File: src/rtl/rx_dma_pkg.sv
package rx_dma_pkg;
  localparam int FIFO_DEPTH = 64;
  localparam int CNT_W      = $clog2(FIFO_DEPTH + 1);
  localparam int WORD_BYTES = 4;
  localparam int PTR_BITS   = 32;

  typedef enum logic [2:0] {
    ST_IDLE,
    ST_FETCH,
    ST_WAIT,
    ST_WRITE,
    ST_RECOVER
  } eng_state_t;

  typedef struct packed {
    logic [1:0] lvl_sel;
    logic       auto_rec;
    logic       inv_mask;
  } cmd_cfg_t;

  // Fill level in bytes that starts a burst.
  function automatic logic [CNT_W-1:0] fill_level(input logic [1:0] sel);
    case (sel)
      2'd0:    return CNT_W'(4);
      2'd1:    return CNT_W'(16);
      2'd2:    return CNT_W'(32);
      default: return CNT_W'(48);
    endcase
  endfunction
endpackage

File: src/rtl/rx_byte_fifo.sv
module rx_byte_fifo #(
  parameter int DEPTH = 64,
  parameter int WB    = 4,
  localparam int PTR_W = $clog2(DEPTH),
  localparam int CW    = $clog2(DEPTH + 1)
) (
  input  logic            clk,
  input  logic            rst_n,
  input  logic            push,
  input  logic [7:0]      push_byte,
  input  logic            pop,
  input  logic            flush,
  output logic [8*WB-1:0] head_word,
  output logic [CW-1:0]   count,
  output logic            full
);
  logic [7:0]       mem [DEPTH];
  logic [PTR_W-1:0] wr_ptr_q, wr_ptr_d, rd_ptr_q, rd_ptr_d;
  logic [CW-1:0]    count_q, count_d;
  logic             push_ok;

  assign full    = (count_q == CW'(DEPTH));
  assign count   = count_q;
  assign push_ok = push && !full && !flush;

  always_comb begin
    wr_ptr_d = wr_ptr_q;
    rd_ptr_d = rd_ptr_q;
    count_d  = count_q;
    if (flush) begin
      wr_ptr_d = '0;
      rd_ptr_d = '0;
      count_d  = '0;
    end else begin
      if (push_ok) wr_ptr_d = wr_ptr_q + PTR_W'(1);
      if (pop)     rd_ptr_d = rd_ptr_q + PTR_W'(WB);
      case ({push_ok, pop})
        2'b10:   count_d = count_q + CW'(1);
        2'b01:   count_d = count_q - CW'(WB);
        2'b11:   count_d = count_q - CW'(WB - 1);
        default: count_d = count_q;
      endcase
    end
  end

  always_ff @(posedge clk or negedge rst_n) begin
    if (!rst_n) begin
      wr_ptr_q <= '0;
      rd_ptr_q <= '0;
      count_q  <= '0;
    end else begin
      wr_ptr_q <= wr_ptr_d;
      rd_ptr_q <= rd_ptr_d;
      count_q  <= count_d;
    end
  end

  always_ff @(posedge clk) begin
    if (push_ok) mem[wr_ptr_q] <= push_byte;
  end

  for (genvar i = 0; i < WB; i++) begin : g_head
    assign head_word[8*i +: 8] = mem[rd_ptr_q + PTR_W'(i)];
  end


  count_le_depth_chk: assert property (@(posedge clk) disable iff (!rst_n)
    count_q <= CW'(DEPTH));

  pop_has_word_chk: assert property (@(posedge clk) disable iff (!rst_n)
    (pop && !flush) |-> count_q >= CW'(WB));

  flush_empty_chk: assert property (@(posedge clk) disable iff (!rst_n)
    flush |=> count_q == '0);
endmodule

File: src/rtl/rx_dma_regs.sv
module rx_dma_regs
  import rx_dma_pkg::*;
#(
  parameter int CW = CNT_W
) (
  input  logic                clk,
  input  logic                rst_n,
  input  logic                reg_wr,
  input  logic [1:0]          reg_addr,
  input  logic [15:0]         reg_wdata,
  input  logic [CW-1:0]       fifo_count,
  input  logic                running,
  input  logic                abort_st,
  input  logic                open_st,
  output logic [PTR_BITS-1:0] dtp,
  output cmd_cfg_t            cfg,
  output logic                start,
  output logic                clr_abort,
  output logic                sw_abort,
  output logic [15:0]         reg_rdata
);
  logic [PTR_BITS-1:0] dtp_q, dtp_d;
  cmd_cfg_t            cfg_q, cfg_d;
  logic                cmd_wr;

  assign cmd_wr    = reg_wr && (reg_addr == 2'd3);
  assign start     = cmd_wr && reg_wdata[4];
  assign clr_abort = cmd_wr && reg_wdata[5];
  assign sw_abort  = cmd_wr && reg_wdata[6];

  always_comb begin
    dtp_d = dtp_q;
    cfg_d = cfg_q;
    if (reg_wr && reg_addr == 2'd0) dtp_d[15:0]  = reg_wdata;
    if (reg_wr && reg_addr == 2'd1) dtp_d[31:16] = reg_wdata;
    if (cmd_wr) begin
      cfg_d.lvl_sel  = reg_wdata[1:0];
      cfg_d.auto_rec = reg_wdata[2];
      cfg_d.inv_mask = reg_wdata[3];
    end
  end

  always_ff @(posedge clk or negedge rst_n) begin
    if (!rst_n) begin
      dtp_q <= '0;
      cfg_q <= '0;
    end else begin
      dtp_q <= dtp_d;
      cfg_q <= cfg_d;
    end
  end

  assign dtp = dtp_q;
  assign cfg = cfg_q;

  always_comb begin
    case (reg_addr)
      2'd0:    reg_rdata = dtp_q[15:0];
      2'd1:    reg_rdata = dtp_q[31:16];
      2'd2:    reg_rdata = 16'(fifo_count);
      default: reg_rdata = {7'd0, open_st, abort_st, 2'b00, running,
                            cfg_q.inv_mask, cfg_q.auto_rec, cfg_q.lvl_sel};
    endcase
  end
endmodule

File: src/rtl/rx_dma_engine.sv
module rx_dma_engine
  import rx_dma_pkg::*;
#(
  parameter int CW          = CNT_W,
  parameter int WB          = WORD_BYTES,
  parameter int DEPTH       = FIFO_DEPTH,
  parameter int LEN_W       = 16,
  parameter int ENTRY_BYTES = 8,
  parameter int ERR_LIMIT   = 21,
  localparam int ERR_W      = $clog2(ERR_LIMIT + 1),
  localparam int BEAT_W     = $clog2(DEPTH / WB + 1)
) (
  input  logic                clk,
  input  logic                rst_n,
  input  cmd_cfg_t            cfg,
  input  logic [PTR_BITS-1:0] dtp,
  input  logic                start,
  input  logic                clr_abort,
  input  logic                sw_abort,
  input  logic [CW-1:0]       fifo_count,
  input  logic                ovr_evt,
  input  logic [8*WB-1:0]     head_word,
  output logic                fifo_pop,
  output logic                fifo_flush,
  output logic                desc_req,
  output logic [PTR_BITS-1:0] desc_addr,
  input  logic                desc_ack,
  input  logic [PTR_BITS-1:0] desc_buf_addr,
  input  logic [LEN_W-1:0]    desc_len,
  input  logic                desc_inv,
  output logic                desc_clr,
  output logic                mw_req,
  output logic [PTR_BITS-1:0] mw_addr,
  output logic [8*WB-1:0]     mw_data,
  input  logic                mw_ack,
  input  logic                mw_retry,
  input  logic                mw_abort,
  output logic                running,
  output logic                abort_st,
  output logic                open_st
);
  eng_state_t          state_q, state_d;
  logic [PTR_BITS-1:0] ent_q, ent_d, buf_q, buf_d;
  logic [LEN_W-1:0]    rem_q, rem_d;
  logic [BEAT_W-1:0]   beats_q, beats_d;
  logic [ERR_W-1:0]    err_q, err_d;
  logic                pend_q, pend_d, open_q, open_d;
  logic                halt_q, halt_d, abort_q, abort_d;
  logic                ovr_abort, abort_set;

  assign desc_req  = (state_q == ST_FETCH);
  assign desc_addr = ent_q;
  assign mw_req    = (state_q == ST_WRITE);
  assign mw_addr   = buf_q;
  assign mw_data   = head_word;
  assign running   = (state_q != ST_IDLE);
  assign abort_st  = abort_q;
  assign open_st   = open_q;

  // Overrun classification: abort or schedule a recovery step.
  always_comb begin
    ovr_abort = 1'b0;
    err_d     = err_q;
    pend_d    = pend_q;
    if (ovr_evt && state_q != ST_IDLE && !halt_q) begin
      if (!cfg.auto_rec) begin
        ovr_abort = 1'b1;
      end else if (!pend_q) begin
        err_d = err_q + ERR_W'(1);
        if (err_q == ERR_W'(ERR_LIMIT - 1)) ovr_abort = 1'b1;
        else                                pend_d    = 1'b1;
      end
    end
    if (state_q == ST_RECOVER) pend_d = 1'b0;
    if (state_q == ST_IDLE && start && !abort_q && !open_q) begin
      err_d  = '0;
      pend_d = 1'b0;
    end
  end

  assign abort_set = ovr_abort || sw_abort || (mw_req && mw_abort);

  always_comb begin
    state_d    = state_q;
    ent_d      = ent_q;
    buf_d      = buf_q;
    rem_d      = rem_q;
    beats_d    = beats_q;
    open_d     = open_q;
    fifo_pop   = 1'b0;
    fifo_flush = 1'b0;
    desc_clr   = 1'b0;
    case (state_q)
      ST_IDLE: begin
        if (start && !abort_q && !open_q) begin
          state_d    = ST_FETCH;
          ent_d      = dtp;
          fifo_flush = 1'b1;
        end
      end
      ST_FETCH: begin
        if (halt_q) begin
          state_d = ST_IDLE;
        end else if (desc_ack) begin
          if (desc_inv && !cfg.inv_mask) begin
            state_d = ST_IDLE;
          end else if (desc_len == '0) begin
            ent_d = ent_q + PTR_BITS'(ENTRY_BYTES);
          end else begin
            buf_d   = desc_buf_addr;
            rem_d   = desc_len;
            state_d = ST_WAIT;
          end
        end
      end
      ST_WAIT: begin
        if (halt_q) begin
          state_d = ST_IDLE;
        end else if (pend_q) begin
          state_d = ST_RECOVER;
        end else if (fifo_count >= fill_level(cfg.lvl_sel)) begin
          beats_d = BEAT_W'(fill_level(cfg.lvl_sel) / CW'(WB));
          state_d = ST_WRITE;
        end
      end
      ST_WRITE: begin
        if (mw_abort) begin
          open_d  = 1'b0;
          state_d = ST_IDLE;
        end else if (mw_retry) begin
          open_d = 1'b1;
        end else if (mw_ack) begin
          open_d   = 1'b0;
          fifo_pop = 1'b1;
          buf_d    = buf_q + PTR_BITS'(WB);
          beats_d  = beats_q - BEAT_W'(1);
          if (rem_q <= LEN_W'(WB)) begin
            rem_d   = '0;
            ent_d   = ent_q + PTR_BITS'(ENTRY_BYTES);
            state_d = halt_q ? ST_IDLE : ST_FETCH;
          end else begin
            rem_d = rem_q - LEN_W'(WB);
            if (halt_q)                     state_d = ST_IDLE;
            else if (pend_q)                state_d = ST_RECOVER;
            else if (beats_q == BEAT_W'(1)) state_d = ST_WAIT;
          end
        end
      end
      ST_RECOVER: begin
        desc_clr   = 1'b1;
        fifo_flush = 1'b1;
        state_d    = halt_q ? ST_IDLE : ST_WAIT;
      end
      default: state_d = ST_IDLE;
    endcase
  end

  always_comb begin
    halt_d = halt_q || abort_set;
    if (state_d == ST_IDLE) halt_d = 1'b0;
    abort_d = abort_q;
    if (abort_set)      abort_d = 1'b1;
    else if (clr_abort) abort_d = 1'b0;
  end

  always_ff @(posedge clk or negedge rst_n) begin
    if (!rst_n) begin
      state_q <= ST_IDLE;
      ent_q   <= '0;
      buf_q   <= '0;
      rem_q   <= '0;
      beats_q <= '0;
      err_q   <= '0;
      pend_q  <= 1'b0;
      open_q  <= 1'b0;
      halt_q  <= 1'b0;
      abort_q <= 1'b0;
    end else begin
      state_q <= state_d;
      ent_q   <= ent_d;
      buf_q   <= buf_d;
      rem_q   <= rem_d;
      beats_q <= beats_d;
      err_q   <= err_d;
      pend_q  <= pend_d;
      open_q  <= open_d;
      halt_q  <= halt_d;
      abort_q <= abort_d;
    end
  end


  retry_hold_chk: assert property (@(posedge clk) disable iff (!rst_n)
    (mw_req && mw_retry && !mw_abort) |=> (mw_req && $stable(mw_addr) && $stable(mw_data)));

  open_flag_chk: assert property (@(posedge clk) disable iff (!rst_n)
    (mw_req && mw_retry && !mw_abort) |=> open_st);

  bus_abort_chk: assert property (@(posedge clk) disable iff (!rst_n)
    (mw_req && mw_abort) |=> (abort_st && !mw_req));

  entry_step_chk: assert property (@(posedge clk) disable iff (!rst_n)
    (mw_req && mw_ack && !mw_retry && !mw_abort && rem_q <= LEN_W'(WB))
      |=> desc_addr == $past(desc_addr) + PTR_BITS'(ENTRY_BYTES));

  err_bound_chk: assert property (@(posedge clk) disable iff (!rst_n)
    err_q <= ERR_W'(ERR_LIMIT));
endmodule

File: src/rtl/rx_dma_chan.sv
module rx_dma_chan
  import rx_dma_pkg::*;
#(
  parameter int LEN_W       = 16,
  parameter int ENTRY_BYTES = 8,
  parameter int ERR_LIMIT   = 21
) (
  input  logic                clk,
  input  logic                rst_n,
  input  logic                in_valid,
  input  logic [7:0]          in_byte,
  input  logic                reg_wr,
  input  logic [1:0]          reg_addr,
  input  logic [15:0]         reg_wdata,
  output logic [15:0]         reg_rdata,
  output logic                desc_req,
  output logic [PTR_BITS-1:0] desc_addr,
  input  logic                desc_ack,
  input  logic [PTR_BITS-1:0] desc_buf_addr,
  input  logic [LEN_W-1:0]    desc_len,
  input  logic                desc_inv,
  output logic                desc_clr,
  output logic                mw_req,
  output logic [PTR_BITS-1:0] mw_addr,
  output logic [8*WORD_BYTES-1:0] mw_data,
  input  logic                mw_ack,
  input  logic                mw_retry,
  input  logic                mw_abort
);
  logic [CNT_W-1:0]        fifo_count;
  logic                    fifo_full, fifo_pop, fifo_flush;
  logic [8*WORD_BYTES-1:0] head_word;
  logic [PTR_BITS-1:0]     dtp;
  cmd_cfg_t                cfg;
  logic                    start, clr_abort, sw_abort;
  logic                    running, abort_st, open_st;
  logic                    ovr_evt;

  assign ovr_evt = in_valid && fifo_full;

  rx_byte_fifo #(.DEPTH(FIFO_DEPTH), .WB(WORD_BYTES)) u_fifo (
    .clk       (clk),
    .rst_n     (rst_n),
    .push      (in_valid),
    .push_byte (in_byte),
    .pop       (fifo_pop),
    .flush     (fifo_flush),
    .head_word (head_word),
    .count     (fifo_count),
    .full      (fifo_full)
  );

  rx_dma_regs #(.CW(CNT_W)) u_regs (
    .clk        (clk),
    .rst_n      (rst_n),
    .reg_wr     (reg_wr),
    .reg_addr   (reg_addr),
    .reg_wdata  (reg_wdata),
    .fifo_count (fifo_count),
    .running    (running),
    .abort_st   (abort_st),
    .open_st    (open_st),
    .dtp        (dtp),
    .cfg        (cfg),
    .start      (start),
    .clr_abort  (clr_abort),
    .sw_abort   (sw_abort),
    .reg_rdata  (reg_rdata)
  );

  rx_dma_engine #(
    .CW          (CNT_W),
    .WB          (WORD_BYTES),
    .DEPTH       (FIFO_DEPTH),
    .LEN_W       (LEN_W),
    .ENTRY_BYTES (ENTRY_BYTES),
    .ERR_LIMIT   (ERR_LIMIT)
  ) u_eng (
    .clk           (clk),
    .rst_n         (rst_n),
    .cfg           (cfg),
    .dtp           (dtp),
    .start         (start),
    .clr_abort     (clr_abort),
    .sw_abort      (sw_abort),
    .fifo_count    (fifo_count),
    .ovr_evt       (ovr_evt),
    .head_word     (head_word),
    .fifo_pop      (fifo_pop),
    .fifo_flush    (fifo_flush),
    .desc_req      (desc_req),
    .desc_addr     (desc_addr),
    .desc_ack      (desc_ack),
    .desc_buf_addr (desc_buf_addr),
    .desc_len      (desc_len),
    .desc_inv      (desc_inv),
    .desc_clr      (desc_clr),
    .mw_req        (mw_req),
    .mw_addr       (mw_addr),
    .mw_data       (mw_data),
    .mw_ack        (mw_ack),
    .mw_retry      (mw_retry),
    .mw_abort      (mw_abort),
    .running       (running),
    .abort_st      (abort_st),
    .open_st       (open_st)
  );
endmodule

File: config.mk
export PLATFORM = sky130hd
export DESIGN_NAME = rx_dma_chan
export DESIGN_NICKNAME = d
export VERILOG_FILES = /design/src/rtl/rx_dma_pkg.sv /design/src/rtl/rx_byte_fifo.sv /design/src/rtl/rx_dma_regs.sv /design/src/rtl/rx_dma_engine.sv /design/src/rtl/rx_dma_chan.sv
export SDC_FILE = /design/constraint.sdc
export NUM_CORES = 1
export LEC_CHECK = 0
export ABC_AREA = 1
export BUFFER_PORTS_ARGS = -buffer_cell sky130_fd_sc_hd__buf_2
export CORE_MARGIN = 4
export CORE_UTILIZATION = 30
export DETAILED_ROUTE_END_ITERATION = 10
export GPL_TIMING_DRIVEN = 1
export MAX_ROUTING_LAYER = met4
export PLACE_DENSITY = 0.45
export SYNTH_ARGS = -nofsm -noshare
export SYNTH_HDL_FRONTEND = slang
export SYNTH_SLANG_ARGS = --single-unit
File: constraint.sdc
create_clock -name clk -period 3 [get_ports clk]
set_clock_uncertainty 0.05 [all_clocks]
set_input_delay 0 -clock clk [delete_from_list [all_inputs] [get_ports clk]]
set_output_delay 0 -clock clk [all_outputs]
set_load 0.01 [all_outputs]
==> out/qor.yml <==
min_path:
  hp-class: "input pin to asynchronous set/reset pin"
logic_synthesis:
  ys_ff_latch: 662
  synth_area_leaders: "edfxtp_1 (51%), dfrtp_1 (13%), o21ai_0 (6.2%)"
  ys_seq_area_share_pct: 64.1
  ys.warnings.count: 0
  yosys.cell_count.top_type: "edfxtp_1"
  syn_area_mm2: 0.0299
  synth_area_per_cell_um2: 10.4
  ys.flop_type: "edfxtp_1"
  ys_types: 48
  synth_top_area_cell: "edfxtp_1"
  postSynthCellCount: 2858
  ys_async_sr_fraction_pct: 22.7
  synth_nets: 2961
  synth_top_area_share_pct: 51.5
  synth-edff-count: 512
  synth.top_cells.by_count: "edfxtp_1 (512), nand2_1 (430), nor2_1 (427)"
cts:
  path_clk_slew_ps: 60
  numCtsBuffers: 76
  clkLatencyLatePin_ps: 630
  cts_buffer_depth: 3
  cts_tree: "done"
  root_buffer: "clkbuf_16"
  cts.sink_count: 662
  cts_htree_levels: 3
setup_path:
  r2r_cells: 12
  max_stage_delay_ps: 580
  r2r_setup_slack_ps: 190
  crit_chain: "inv_2, nand2_2, buf_6, nor2_4, o21ai_0, nor2_1, a21oi_1, dlygate4sd3_1, nand3_1, dlygate4sd3_1, nor2_1, a21oi_1"
  cp_slowest_cell: "dlygate4sd3_1"
  rr_startpoint: "u_eng.state_q[2]"
  worstReg2RegEnd: "u_eng.halt_q"
  cp-end-kind: "flop"
  crit_family: "buffers and inverters"
  path_max_fanout: 28
  critPathLaunchType: "flop"
  worst-path-buf-inv: 4
  cp.arrival_ps: 3310
  critPathKind: "flop to flop"
  cp_data_required_time_ps: 3500
global_routing:
  grt_pass1_vias: 22900
  grt_max_degree: 149
  grt_antenna_before_repair: 2
  grt_overflow_total: 0
  grt_usage_pct: 17.9
  grt_pass1_wl_mm: 140
floorplan:
  die_y_um: 324
  row_count: 115
  start_util_pct: 30.3
  die-area_mm2: 0.105
  coreArea_mm2: 0.0986
  io_pins: 198
  die_x_um: 324
placement:
  place_congestion: 0.887
  port_buffers: 197
  hpwl_mm: 57.5
  placed_area_mm2: 0.0328
  post-place-ws_ps: 215
routing:
  wl_mm: 91.4
  post_drt_wl_per_cell_um: 20.1
  drt_first_iter_violations: 1742
  dr_total_vias: 22800
  viasPerCell: 5.01
  dr.pass1.iters: 5
  final_antenna_net_count: 0
  drc: 0
finish:
  filler_cell_count: 9706
  drive_above_1_share_pct: 15.2
  finalNetCount: 3295
  seq_area_mm2: 0.0191
  design_area_mm2: 0.0364
  multi_input_area_mm2: 0.00933
  areaGrowthSynthToFinish_pct: 21.8
  n_antenna_cell: 0
sta:
  fmax_mhz: 356
  worstMarginPinSlew_ps: 1010
  setup_violations: 0
  final.min_clock_period_ps: 2810
  drv_slew: 0
  hold_slack_ps: -33.6
  timing.final.ws_setup_ps: 193
  rsz0062_at_grt: "true"
  relSlewSlack_pct: 32.3
  post-route-period-util_pct: 93.6
  hold_violations: 8
status:
  violations: "hold timing"
  status: "finished, violations left"
run:
  drv_cap: 0
power:
  leakagePower_uw: 0.0138
  ir_worst_vdd_mv: 0.562
  powerDensity_mw_per_mm2: 881
==> metal layers <==
| metal | global-route usage (%) | share of wire (%) | routed length (um) |
|---|---|---|---|
| met1 | 23.0 | 45 | 40800 |
| met2 | 29.3 | 48 | 44200 |
| met3 | 2.48 | 4.1 | 3790 |
| met4 | 5.52 | 2.9 | 2620 |
| met5 | - | 0 | 0 |
==> repair_timing <==
item | CTS | global route
endpoints found under the hold margin | 523 | 0
endpoints found under the setup margin | 0 | 7
hold buffers | 92 | 0
buffers inserted | 0 | 1
gates resized for setup | 0 | 10
==> sequential cells by signal (all words and copies together), names as in the netlist <==
register and count:
u_eng.halt_q 1, u_eng.desc_addr 32, u_eng.beats_q 5, u_eng.state_q 3, u_fifo.mem 512, u_eng.err_q 5, u_regs.cfg 4, u_eng.pend_q 1
u_eng.abort_st 1, u_fifo.wr_ptr_q 6, u_fifo.rd_ptr_q 4, u_regs.dtp 32, u_eng.open_st 1, u_fifo.count 7, u_eng.rem_q 16, u_eng.mw_addr 32
==> worst max-delay path by stage <==
stage                           from              end  slack (ps)  depth (start not counted)
floorplan           u_eng.state_q[2]  u_fifo.count[4]         260                         19
global placement    u_eng.state_q[0]  u_fifo.count[5]         320                         17
detailed placement  u_eng.state_q[0]  u_fifo.count[4]         210                         15
CTS                 u_eng.state_q[2]     u_eng.halt_q          40                         10
global route        u_eng.state_q[2]     u_eng.halt_q         -20                         12
finish              u_eng.state_q[2]     u_eng.halt_q         190                         12
==> final cells by class <==
| cell class | count | share of cell area (%) |
|---|---|---|
| clock buffers | 98 | 5.65 |
| clock inverters | 42 | 1.43 |
| inverters | 213 | 2.22 |
| multi-input cells | 1835 | 25.6 |
| flip-flops and latches | 662 | 52.6 |
| well taps | 1287 | 4.43 |
| repair buffers | 404 | 8.00 |
==> where the power goes <==
| part | internal (uW) | switching, uW |
|---|---|---|
| Clock | 5670 | 3890 |
| Combinational | 3390 | 7090 |
| Sequential | 10900 | 1120 |
==> kinds of logic after synthesis <==
logic type,share of synthesized area [%]
xor gates and xnor gates,0.792
and+or+nand+nor,16.6
adders and majority gates,0.838
muxes,0.603
DFF,64.1
AOI/OAI and AO/OA,12.3
buffers and inverters,4.76
==> worst register-to-register path, delay by kind of cell (launching register included) <==
| kind | cells | cell delay (ps) |
|---|---|---|
| simple gates | 5 | 480 |
| compound gates | 3 | 310 |
| flops | 1 | 460 |
| buf+inv | 4 | 1430 |
==> per-stage QoR <==
step | utilization (%) | power, uW | setup TNS (ps) | cells
floorplan | - | 18100 | 0 | 2858
global placement | 33.3 | 22600 | 0 | 4308
detailed placement | 33.3 | 22700 | 0 | 4308
CTS | 36.9 | 32500 | 0 | 4540
global route | 36.9 | 34100 | -18.9 | 4541
finish | 36.9 | 32100 | 0 | 4541
==> cells in the final DEF, fill, tap and decap left out, types with 15 or more instances in the layout <==
master,n
nand2_1,430
ha_1,20
nand3_1,176
mux2i_1,18
edfxtp_1,512
buf_2,188
o221ai_1,102
clkinv_2,16
or2_2,26
o211ai_1,43
o21ai_1,15
nand4_1,30
xor2_1,22
nor2_1,427
clkbuf_1,17
dlygate4sd3_1,92
a21oi_1,45
o21ai_0,368
dfrtp_1,145
buf_4,113
nor3_1,27
o22ai_1,23
clkbuf_16,78
inv_1,203
Note: power is estimated with default switching activity, not from simulation.
